==> config.mk <==
export PLATFORM = sky130hd
export DESIGN_NAME = stream_link_irq_ctrl
export DESIGN_NICKNAME = d
export VERILOG_FILES = /design/src/rtl/slc_pkg.sv /design/src/rtl/slc_fifo.sv /design/src/rtl/slc_datapath.sv /design/src/rtl/slc_control.sv /design/src/rtl/stream_link_irq_ctrl.sv
export SDC_FILE = /design/constraint.sdc
export NUM_CORES = 2
export LEC_CHECK = 0
export CAP_MARGIN = 20
export CORE_MARGIN = 4
export CORE_UTILIZATION = 68
export DETAILED_ROUTE_END_ITERATION = 8
export DONT_BUFFER_PORTS = 1
export PLACE_DENSITY = 0.84
export SLEW_MARGIN = 10
export SYNTH_ARGS = -nofsm -noshare
export SYNTH_HDL_FRONTEND = slang
export SYNTH_SLANG_ARGS = --single-unit
==> constraint.sdc <==
create_clock -name clk -period 8.05 [get_ports clk]
set_clock_uncertainty 0.15 [all_clocks]
set_input_delay 0.805 -clock clk [delete_from_list [all_inputs] [get_ports clk]]
set_output_delay 0.805 -clock clk [all_outputs]
set_load 0.02 [all_outputs]
==> src/rtl/slc_pkg.sv <==
package slc_pkg;
  localparam int LINKS  = 8;
  localparam int WORD_W = 32;

  // strobes from the register control to the FIFO datapath
  typedef struct packed {
    logic [LINKS-1:0]  txPush;
    logic [LINKS-1:0]  rxPop;
    logic              flush;
    logic [WORD_W-1:0] pushData;
  } strobeT;
endpackage

==> src/rtl/slc_fifo.sv <==
module slc_fifo #(
  parameter int W  = 32,
  parameter int AW = 2
) (
  input  logic          clk,
  input  logic          rstN,
  input  logic          flush,
  input  logic          push,
  input  logic          pop,
  input  logic [W-1:0]  wData,
  output logic [W-1:0]  rData,
  output logic [AW:0]   level
);
  localparam int DEPTH = 1 << AW;

  logic [W-1:0]  mem [DEPTH];
  logic [AW-1:0] wrPtr, rdPtr;
  logic          full, empty, doPush, doPop;

  assign full   = (level == (AW+1)'(DEPTH));
  assign empty  = (level == '0);
  assign doPush = push & ~full;
  assign doPop  = pop & ~empty;
  assign rData  = mem[rdPtr];

  always_ff @(posedge clk) begin
    if (doPush && !flush) mem[wrPtr] <= wData;
  end

  always_ff @(posedge clk) begin
    if (!rstN || flush) begin
      wrPtr <= '0;
      rdPtr <= '0;
      level <= '0;
    end else begin
      if (doPush) wrPtr <= wrPtr + 1'b1;
      if (doPop)  rdPtr <= rdPtr + 1'b1;
      level <= level + (AW+1)'(doPush) - (AW+1)'(doPop);
    end
  end


  level_bound_chk: assert property (@(posedge clk) disable iff (!rstN)
    level <= (AW+1)'(DEPTH));


  full_drop_chk: assert property (@(posedge clk) disable iff (!rstN)
    (full && push && !pop && !flush) |=> level == (AW+1)'(DEPTH));


  empty_pop_chk: assert property (@(posedge clk) disable iff (!rstN)
    (empty && pop && !push) |=> level == '0);
endmodule

==> src/rtl/slc_datapath.sv <==
module slc_datapath
  import slc_pkg::*;
#(
  parameter int RX_L2 = 2,
  parameter int TX_L2 = 2
) (
  input  logic                    clk,
  input  logic                    rstN,
  input  strobeT                  strobes,
  input  logic [31:0]             cfg,
  input  logic [LINKS-1:0]        rxValid,
  input  logic [LINKS*WORD_W-1:0] rxData,
  output logic [LINKS-1:0]        rxReady,
  output logic [LINKS-1:0]        txValid,
  output logic [LINKS*WORD_W-1:0] txData,
  input  logic [LINKS-1:0]        txReady,
  output logic [LINKS*WORD_W-1:0] rxHead,
  output logic [31:0]             status,
  output logic                    rxIrq,
  output logic                    txIrq
);
  localparam int RXD = 1 << RX_L2;
  localparam int TXD = 1 << TX_L2;

  logic [LINKS-1:0] rxAvail, rxHalf, txNotFull, txLow, rxHit, txHit;

  for (genvar i = 0; i < LINKS; i++) begin : gLink
    logic [RX_L2:0] rxLvl;
    logic [TX_L2:0] txLvl;

    slc_fifo #(.W(WORD_W), .AW(RX_L2)) u_rx (
      .clk(clk), .rstN(rstN), .flush(strobes.flush),
      .push(rxValid[i] & rxReady[i]), .pop(strobes.rxPop[i]),
      .wData(rxData[i*WORD_W +: WORD_W]), .rData(rxHead[i*WORD_W +: WORD_W]),
      .level(rxLvl));

    slc_fifo #(.W(WORD_W), .AW(TX_L2)) u_tx (
      .clk(clk), .rstN(rstN), .flush(strobes.flush),
      .push(strobes.txPush[i]), .pop(txReady[i] & txValid[i]),
      .wData(strobes.pushData), .rData(txData[i*WORD_W +: WORD_W]),
      .level(txLvl));

    assign rxAvail[i]   = (rxLvl != '0);
    assign rxHalf[i]    = (rxLvl >= (RX_L2+1)'(RXD/2));
    assign rxReady[i]   = ~strobes.flush & (rxLvl != (RX_L2+1)'(RXD));
    assign txValid[i]   = (txLvl != '0);
    assign txNotFull[i] = (txLvl != (TX_L2+1)'(TXD));
    assign txLow[i]     = (txLvl < (TX_L2+1)'(TXD/2));

    // per-link condition picked by the mode bit
    assign rxHit[i] = cfg[i]      & (cfg[8+i]  ? rxAvail[i]   : rxHalf[i]);
    assign txHit[i] = cfg[16+i]   & (cfg[24+i] ? txNotFull[i] : txLow[i]);
  end

  assign status = {8'h00, rxHalf, txNotFull, rxAvail};
  assign rxIrq  = ~strobes.flush & (|rxHit);
  assign txIrq  = ~strobes.flush & (|txHit);


  flush_empties_chk: assert property (@(posedge clk) disable iff (!rstN)
    strobes.flush |=> (rxAvail == '0) && (txValid == '0));


  rx_accept_chk: assert property (@(posedge clk) disable iff (!rstN)
    (rxValid[0] && rxReady[0] && !strobes.rxPop[0]) |=> rxAvail[0]);
endmodule

==> src/rtl/slc_control.sv <==
module slc_control
  import slc_pkg::*;
#(
  parameter int RX_L2 = 2,
  parameter int TX_L2 = 2
) (
  input  logic                    clk,
  input  logic                    rstN,
  input  logic [5:0]              busAddr,
  input  logic                    busWe,
  input  logic                    busRe,
  input  logic [31:0]             busWdata,
  output logic [31:0]             busRdata,
  input  logic [31:0]             status,
  input  logic [LINKS*WORD_W-1:0] rxHead,
  output strobeT                  strobes,
  output logic [31:0]             cfg
);
  logic       enable;
  logic [3:0] word;
  logic       aligned, isCtrl, isCfg, isStat, isData;
  logic [2:0] link;
  logic [31:0] ctrlView, readMux;

  assign word    = busAddr[5:2];
  assign aligned = (busAddr[1:0] == 2'b00);
  assign isCtrl  = aligned & (word == 4'd0);
  assign isCfg   = aligned & (word == 4'd2);
  assign isStat  = aligned & (word == 4'd4);
  assign isData  = aligned & word[3];
  assign link    = word[2:0];

  assign ctrlView = {enable, 15'h0000, 4'(TX_L2), 4'(RX_L2), 8'h00};

  always_comb begin
    strobes.flush    = ~enable;
    strobes.pushData = busWdata;
    for (int i = 0; i < LINKS; i++) begin
      strobes.txPush[i] = busWe & isData & (link == 3'(i));
      strobes.rxPop[i]  = busRe & isData & (link == 3'(i));
    end
  end

  always_comb begin
    readMux = '0;
    if (isCtrl)      readMux = ctrlView;
    else if (isCfg)  readMux = cfg;
    else if (isStat) readMux = status;
    else if (isData) readMux = status[link] ? rxHead[link*WORD_W +: WORD_W] : '0;
  end

  always_ff @(posedge clk) begin
    if (!rstN) begin
      enable   <= 1'b0;
      cfg      <= '0;
      busRdata <= '0;
    end else begin
      if (busWe && isCtrl) enable <= busWdata[31];
      if (busWe && isCfg)  cfg    <= busWdata;
      if (busRe)           busRdata <= readMux;
    end
  end


  status_write_inert_chk: assert property (@(posedge clk) disable iff (!rstN)
    (busWe && isStat) |=> $stable(cfg) && $stable(enable));


  ctrl_write_chk: assert property (@(posedge clk) disable iff (!rstN)
    (busWe && isCtrl) |=> enable == $past(busWdata[31]));
endmodule

==> src/rtl/stream_link_irq_ctrl.sv <==
module stream_link_irq_ctrl
  import slc_pkg::*;
#(
  parameter int RX_DEPTH_LOG2 = 2,
  parameter int TX_DEPTH_LOG2 = 2
) (
  input  logic         clk,
  input  logic         rstN,
  input  logic [5:0]   busAddr,
  input  logic         busWe,
  input  logic         busRe,
  input  logic [31:0]  busWdata,
  output logic [31:0]  busRdata,
  input  logic [7:0]   rxValid,
  input  logic [255:0] rxData,
  output logic [7:0]   rxReady,
  output logic [7:0]   txValid,
  output logic [255:0] txData,
  input  logic [7:0]   txReady,
  output logic         rxIrq,
  output logic         txIrq
);
  strobeT                  strobes;
  logic [31:0]             cfg, status;
  logic [LINKS*WORD_W-1:0] rxHead;

  slc_control #(.RX_L2(RX_DEPTH_LOG2), .TX_L2(TX_DEPTH_LOG2)) u_ctrl (
    .clk(clk), .rstN(rstN), .busAddr(busAddr), .busWe(busWe), .busRe(busRe),
    .busWdata(busWdata), .busRdata(busRdata), .status(status),
    .rxHead(rxHead), .strobes(strobes), .cfg(cfg));

  slc_datapath #(.RX_L2(RX_DEPTH_LOG2), .TX_L2(TX_DEPTH_LOG2)) u_dp (
    .clk(clk), .rstN(rstN), .strobes(strobes), .cfg(cfg),
    .rxValid(rxValid), .rxData(rxData), .rxReady(rxReady),
    .txValid(txValid), .txData(txData), .txReady(txReady),
    .rxHead(rxHead), .status(status), .rxIrq(rxIrq), .txIrq(txIrq));
endmodule

# --- Yosys cells after proc, flatten, opt, wreduce, memory -nomap -nowiden ---
# Memories as Yosys holds them, arrays and structs flattened. A register that Yosys moved wholly into a read port is not among the register bits.
# Cells that the tools add are included.
totals:
  ff_bits: 177
  ram_bits: 2048
  inputBits: 314
  elab_cells: 463
  n_memories: 16
memory_table:
  columns: ["name", "words", "word_bits", "rd", "rd_clocked_by_memory_dff", "write_ports", "line_no", "text"]
  rows:
  - ["u_dp.gLink[0].u_rx.mem", 4, 32, 1, 1, 1, "slc_fifo.sv:16", "logic [W-1:0] mem [DEPTH];"]
  - ["u_dp.gLink[0].u_tx.mem", 4, 32, 1, 1, 1, "slc_fifo.sv:16", null]
  - ["u_dp.gLink[1].u_rx.mem", 4, 32, 1, 1, 1, "slc_fifo.sv:16", null]
  - ["u_dp.gLink[1].u_tx.mem", 4, 32, 1, 1, 1, "slc_fifo.sv:16", null]
  - ["u_dp.gLink[2].u_rx.mem", 4, 32, 1, 1, 1, "slc_fifo.sv:16", null]
  - ["u_dp.gLink[2].u_tx.mem", 4, 32, 1, 1, 1, "slc_fifo.sv:16", null]
  - ["+10 memories", null, null, null, null, null, null, null]
classes:
  n_addsub: 64
  magnitude_cmp: 17
  eq_ne: 41
  shifts: 1
  n_mux: 87
  bitwise: 129
  n_reduce_logical: 57
op_table:
  columns: ["op", "count"]
  rows:
  - ["$shiftx A256 B9 Y32", 1]
  - ["$mux W32", 5]
  - ["$and A1 B1 Y1", 96]
  - ["$add A2 B1 Y2 const B", 32]
  - ["$mux W2", 32]
  - ["$eq A3 B3 Y1 const B", 20]
  - ["$logic_not A3 Y1", 17]
  - ["$mux W1", 49]
  - ["$add A3 B1 Y3", 16]
  - ["$ne A3 B3 Y1 const B", 16]
  - ["$reduce_bool A3 Y1", 16]
  - ["$sub A3 B1 Y3", 16]
  - ["$not A1 Y1", 33]
  - ["$ge A3 B2 Y1 const B", 8]
  - ["$lt A3 B2 Y1 const B", 8]
  - ["$logic_and A1 B1 Y1", 18]
  - ["$reduce_or A8 Y1", 2]
  - ["$eq A3 B2 Y1 const B", 2]
  - ["$lt A3 B6 Y1 const B", 1]
  - ["$eq A4 B2 Y1 const B", 1]
  - ["$eq A4 B3 Y1 const B", 1]
  - ["$logic_not A4 Y1", 1]
  - ["$bmux W1 S3", 1]
  - ["$eq A3 B1 Y1 const B", 1]
  - ["3 further kinds", 3]

# --- Logic depth before layout (Yosys ltp) ---
logic_depth:
  ltp_word: 8
  ltp_mapped: 14
  mapped_depth_nobuf: 12

# --- By module ---
# A second synthesis with hierarchy kept.
unflattened:
  cells_unflattened: 4171
  area_unflattened_um2: 88454.8
modules_own_cells:
  columns: ["module", "n_inst", "cells_each", "area_each_um2", "seq_area_each_um2"]
  rows:
  - ["slc_fifo at u_dp.gLink[0].u_rx ...", 14, 216, 5128.7, 4023.9]
  - ["slc_fifo at u_dp.gLink[4].u_rx ...", 2, 217, 5123.7, 4023.9]
  - ["slc_control", 1, 592, 5695.5, 1301.2]
  - ["slc_datapath", 1, 121, 710.7, 0.0]

# --- Worst setup path before layout ---
# Ideal clock, no wire load.
synth_path:
  path_kind: "in2reg"
  startpoint: "in busAddr[2]"
  endpoint: "mem u_dp.gLink[1].u_tx.mem[0][0] (enable)"
  setup_time_ps: 392
  t_arrival_ps: 2790
  slack_ps: 4718
  cell_stages: 7
  cell_sequence: "buf_2 > nor2b_1 > buf_2 > buf_1 > nand2_1 > nor2_1 > and3_1"
synth_via:
  elab_chain_len: 6
synth_lines:
  columns: ["item", "line_no", "text"]
  rows:
  - ["from (decl)", "stream_link_irq_ctrl.sv:9", "input logic [5:0] busAddr,"]
  - ["$eq A3 B1 Y1", "slc_control.sv:39", "strobes.txPush[i] = busWe & isData & (link == 3'(i));"]
  - ["$and A1 B1 Y1", "slc_control.sv:39", null]
  - ["$and A1 B1 Y1", "slc_fifo.sv:22", "assign doPush = push & ~full;"]
  - ["$logic_and A1 B1 Y1", "slc_fifo.sv:27", "if (doPush && !flush) mem[wrPtr] <= wData;"]
  - ["$mux W1", "slc_fifo.sv:27", null]
  - ["$mux W1 (implied by the code)", "slc_fifo.sv:27", null]
  - ["to (decl)", "slc_fifo.sv:16", null]
# No other way between the ends.

# --- Worst setup path after layout ---
layout_path:
  startpoint: "reg u_dp.gLink[4].u_tx.level[2]"
  endpoint: "out txIrq"
layout_via:
  elab_chain_len: 5
layout_lines:
  columns: ["item", "line_no", "text"]
  rows:
  - ["from (decl)", "slc_fifo.sv:12", "output logic [AW:0] level"]
  - ["from (signal assigned)", "slc_fifo.sv:38", "level <= level + (AW+1)'(doPush) - (AW+1)'(doPop);"]
  - ["$lt A3 B2 Y1 / $ne A3 B3 Y1 (equally long branches)", "slc_datapath.sv:48, slc_datapath.sv:47", null]
  - ["$mux W1 (*)", "slc_datapath.sv:52", "assign txHit[i] = cfg[16+i] & (cfg[24+i] ? txNotFull[i] : txLow[i]);"]
  - ["$and A1 B1 Y1 (*)", "slc_datapath.sv:52", null]
  - ["$reduce_or A8 Y1 (*)", "slc_datapath.sv:57", "assign txIrq = ~strobes.flush & (|txHit);"]
  - ["$and A1 B1 Y1 (*)", "slc_datapath.sv:57", null]
  - ["to (decl)", "stream_link_irq_ctrl.sv:21", "output logic txIrq"]
# Mark *: on every way between the ends. The rest lies on a longest branch, timed or not.

==> impl_metrics.yaml <==
final_layout:
  fillers: 6059
  final_layout_size_suffix_gt1_share_pct: 18.97
  layout.cell_area.non_filler_um2: 98230
  multi_input_comb_area_um2: 19070
  fin_nets: 5134
  regArea_um2: 65710
  area.growth.synth_to_final_pct: 14.19
clocking:
  maximum_level_of_the_cts_h_tree: 4
  cts_made_buffers: 208
  post-cts-setup-buffers: 0
  cts_tree: "yes"
  worstSkewPairLatency_ps: 880
  reg_clk_slew_reported_paths_ps: 70
  cts_buffer_depth: 3
  cts_root_buffer: "sky130_fd_sc_hd__clkbuf_16"
  clkSinkCount: 2257
routing:
  drt_iter0_drc: 8235
  finalWirelength_mm: 261.9
  drt_pass1_iterations: 6
  drc: 0
  final_antenna_net_count: 0
  average_vias_per_placed_instance: 7.372
  num_vias: 48292
  average_wire_per_cell_in_the_routed_design_um: 39.97
sta:
  timing_worst_slew_pin_value_ps: 1300
  setup_violations: 0
  setup_total_negative_slack_ps: 0
  timing_hold_violations_final: 0
  slew_headroom_pct: 12.50
  final_max_slew_viol_count: 0
  post-route-period-util_pct: 49.81
  fmax_mhz: 249.4
  rsz_0062_raised_after_global_routing: "no"
  worst_slack_ps: 4040
  clock_period_minus_final_worst_setup_slack_ps: 4010
grt:
  largest_net_degree_at_the_start_of_global_routing: 92
  first_global_vias: 47275
  grt.met2_usage_pct: 63.16
  grtUsageMet3_pct: 12.94
  grt_overflow_total: 0
  grt.busiest_layer: "met2"
  grt_antenna_before_repair: 35
  globalRouteTotalUtil_pct: 39.17
  use_met1_pct: 48.31
  grt_first_pass_wirelength_mm: 360.1
placed_design:
  hpwl_mm: 138.3
  placement.io_buffers: 0
  post-place-ws_ps: 3884
  gp_routability_congestion: 0.9442
  detailed_place.area_um2: 88100
worst_setup_path:
  crit_path_start_kind: "flop"
  worst_setup_path_end_kind: "primary output"
  rr_worst_depth: 4
  worst-endpoint-arrival_ps: 3050
  critPathKind: "reg -> out"
  crit_path_max_fanout: 3
  critical_path.reg2reg.startpoint: "u_ctrl.enable"
  regToRegSetupSlack_ps: 4230
  critical_path_rt_ps: 7090
  crit-reg2reg-capture: "u_dp.gLink[0].u_rx.mem[0][12]"
yosys:
  synthesis.area_per_instance_um2: 20.07
  synth_area_um2: 86020
  yosysMostFrequentCell: "sky130_fd_sc_hd__edfxtp_1"
  yosys_register_bits: 2257
  sequential_share_of_the_synthesized_area_pct: 76.36
  synth_area_leaders: "sky130_fd_sc_hd__edfxtp_1, sky130_fd_sc_hd__mux4_2, sky130_fd_sc_hd__dfxtp_1, sky130_fd_sc_hd__mux2i_1, sky130_fd_sc_hd__ha_1"
  ys_types: 67
  synth_largest_area_cell: "sky130_fd_sc_hd__edfxtp_1"
  async_flop_share_pct: 0
  ys.warnings.count: 0
  synthesis.nets: 4723
  postSynth.topFlopCell: "sky130_fd_sc_hd__edfxtp_1"
  netlist_instances: 4285
  netlist_top_cells_count: "sky130_fd_sc_hd__edfxtp_1, sky130_fd_sc_hd__mux4_2, sky130_fd_sc_hd__mux2i_1, sky130_fd_sc_hd__dfxtp_1, sky130_fd_sc_hd__nor2_1"
  yosysTopAreaCellShare_pct: 71.49
  edff_count_synth: 2048
run_status:
  outcome: "finished clean"
floorplanning:
  die_h_um: 363.7
  fp-row-count: 130
  dieArea_um2: 132300
  die_width_um: 363.7
  core_region_area_um2: 125600
  initial_utilization_pct: 68.50
  floorplan.io_pins: 620
worst_hold_path:
  hold_path.startpoint: "busRe"
  timing.hold.worst_path_depth: 2
  min-delay-path-class: "in -> reg"
  hold_end: "u_ctrl.busRdata[9]"
run:
  maxCapViolCount: 0
power_and_ir_drop:
  power_density_nw_per_um2: 238.2
  worst_ir_drop_vdd_v: 0.0002971
  leakage_nw: 30.85
[how the worst max path moves through the flow]
| stage | start | to | slack [ps] |
|---|---|---|---|
| finish | u_dp.gLink[4].u_tx.level[2] | txIrq | 4040 |
| global route | u_dp.gLink[6].u_rx.level[1] | rxIrq | 3880 |
| CTS | u_dp.gLink[6].u_rx.level[1] | rxIrq | 4070 |
| detailed placement | busAddr[4] | u_dp.gLink[3].u_tx.level[2] | 3880 |
| global placement | busAddr[4] | u_dp.gLink[3].u_tx.level[2] | 3960 |
| floorplan | busAddr[2] | u_dp.gLink[1].u_tx.mem[0][0] | 4720 |
[metrics by stage]
step / power, W / hold WS, ps / std cells / util, %
after CTS: 0.02318 / 15.71 / 6511 / 78.12
after detailed placement: 0.01317 / 336.2 / 5841 / 70.16
after floorplan: 0.01312 / 295.9 / 4285 / -
after global placement: 0.01317 / 333.2 / 5839 / 70.12
after global routing: 0.02391 / 73.89 / 6536 / 78.20
final: 0.02340 / 63.73 / 6551 / 78.23
[layout by cell type, fill, tap and decap left out, types with 39 or more instances in the layout]
| cell type | instances |
|---|---|
| sky130_fd_sc_hd__clkinv_1 | 50 |
| sky130_fd_sc_hd__dlygate4sd3_1 | 257 |
| sky130_fd_sc_hd__clkbuf_16 | 211 |
| sky130_fd_sc_hd__buf_4 | 112 |
| sky130_fd_sc_hd__mux4_2 | 429 |
| sky130_fd_sc_hd__edfxtp_1 | 2048 |
| sky130_fd_sc_hd__mux2i_1 | 216 |
| sky130_fd_sc_hd__o22ai_1 | 83 |
| sky130_fd_sc_hd__and3_1 | 79 |
| sky130_fd_sc_hd__nor2_1 | 146 |
| sky130_fd_sc_hd__a21oi_1 | 95 |
| sky130_fd_sc_hd__nor3_1 | 39 |
| sky130_fd_sc_hd__ha_1 | 108 |
| sky130_fd_sc_hd__o21ai_0 | 50 |
| sky130_fd_sc_hd__inv_1 | 100 |
| sky130_fd_sc_hd__clkbuf_1 | 45 |
| sky130_fd_sc_hd__nand2_1 | 137 |
| sky130_fd_sc_hd__dfxtp_1 | 189 |
[repair_timing]
| item | 4_1_cts | 5_1_grt |
|---|---|---|
| setup endpoints to repair | 0 | 0 |
| hold buffers | 290 | 0 |
| gates resized for setup | 0 | 0 |
| hold endpoints to repair | 2118 | 0 |
[area by class of cell]
| type | count | share of cell area (%) |
|---|---|---|
| multi-input cells | 1719 | 19.41 |
| flip-flops and latches | 2257 | 66.90 |
| diodes | 35 | 0.08916 |
| well taps | 1650 | 2.102 |
| inverters | 103 | 0.3936 |
| clock buffers | 255 | 5.543 |
| repair buffers | 407 | 4.245 |
| clock inverters | 125 | 1.320 |
[kinds of logic (layout without fill, tap and decap cells)]
family | after synthesis | in the layout | share of synthesized area, %
DFF | 2257 | 2257 | 76.36
muxes | 663 | 663 | 13.98
and+or+nand+nor | 505 | 505 | 2.794
AOI/OAI and AO/OA | 361 | 361 | 2.746
buffers and inverters | 309 | 890 | 1.507
adders and majority gates | 124 | 124 | 1.943
xor gates and xnor gates | 66 | 66 | 0.6720
other | 0 | 35 | 0
[routing by layer]
layer | routed length, um | part of all wire (%)
met1 | 79870 | 31
met2 | 126400 | 48
met3 | 36770 | 14
met4 | 18740 | 7.2
met5 | 112 | 0.043
[worst max-delay path, stage by stage, from the launching register on]
cell and delay, ps:
sky130_fd_sc_hd__dfxtp_1 340, sky130_fd_sc_hd__inv_1 70, sky130_fd_sc_hd__nor3_1 810, sky130_fd_sc_hd__a21oi_1 170
sky130_fd_sc_hd__a22oi_1 220, sky130_fd_sc_hd__a41oi_1 320, sky130_fd_sc_hd__buf_4 280
[power breakdown]
group / switching [W] / internal (W)
Combinational: 0.000348 / 0.000166
Sequential: 0.0000121 / 0.0128
Clock: 0.00453 / 0.00558
[sequential cells by signal, summed over array words and instances, names as in the netlist, 16 cells and up, named ones only]
register,count
u_ctrl.busRdata,32
u_ctrl.cfg,32
u_dp.gLink.u_rx.level,24
u_dp.gLink.u_rx.mem,1024
u_dp.gLink.u_rx.rdPtr,16
u_dp.gLink.u_rx.wrPtr,16
u_dp.gLink.u_tx.level,24
u_dp.gLink.u_tx.mem,1024
u_dp.gLink.u_tx.rdPtr,16
u_dp.gLink.u_tx.wrPtr,16
No activity file was read; power rests on OpenSTA's default activity.
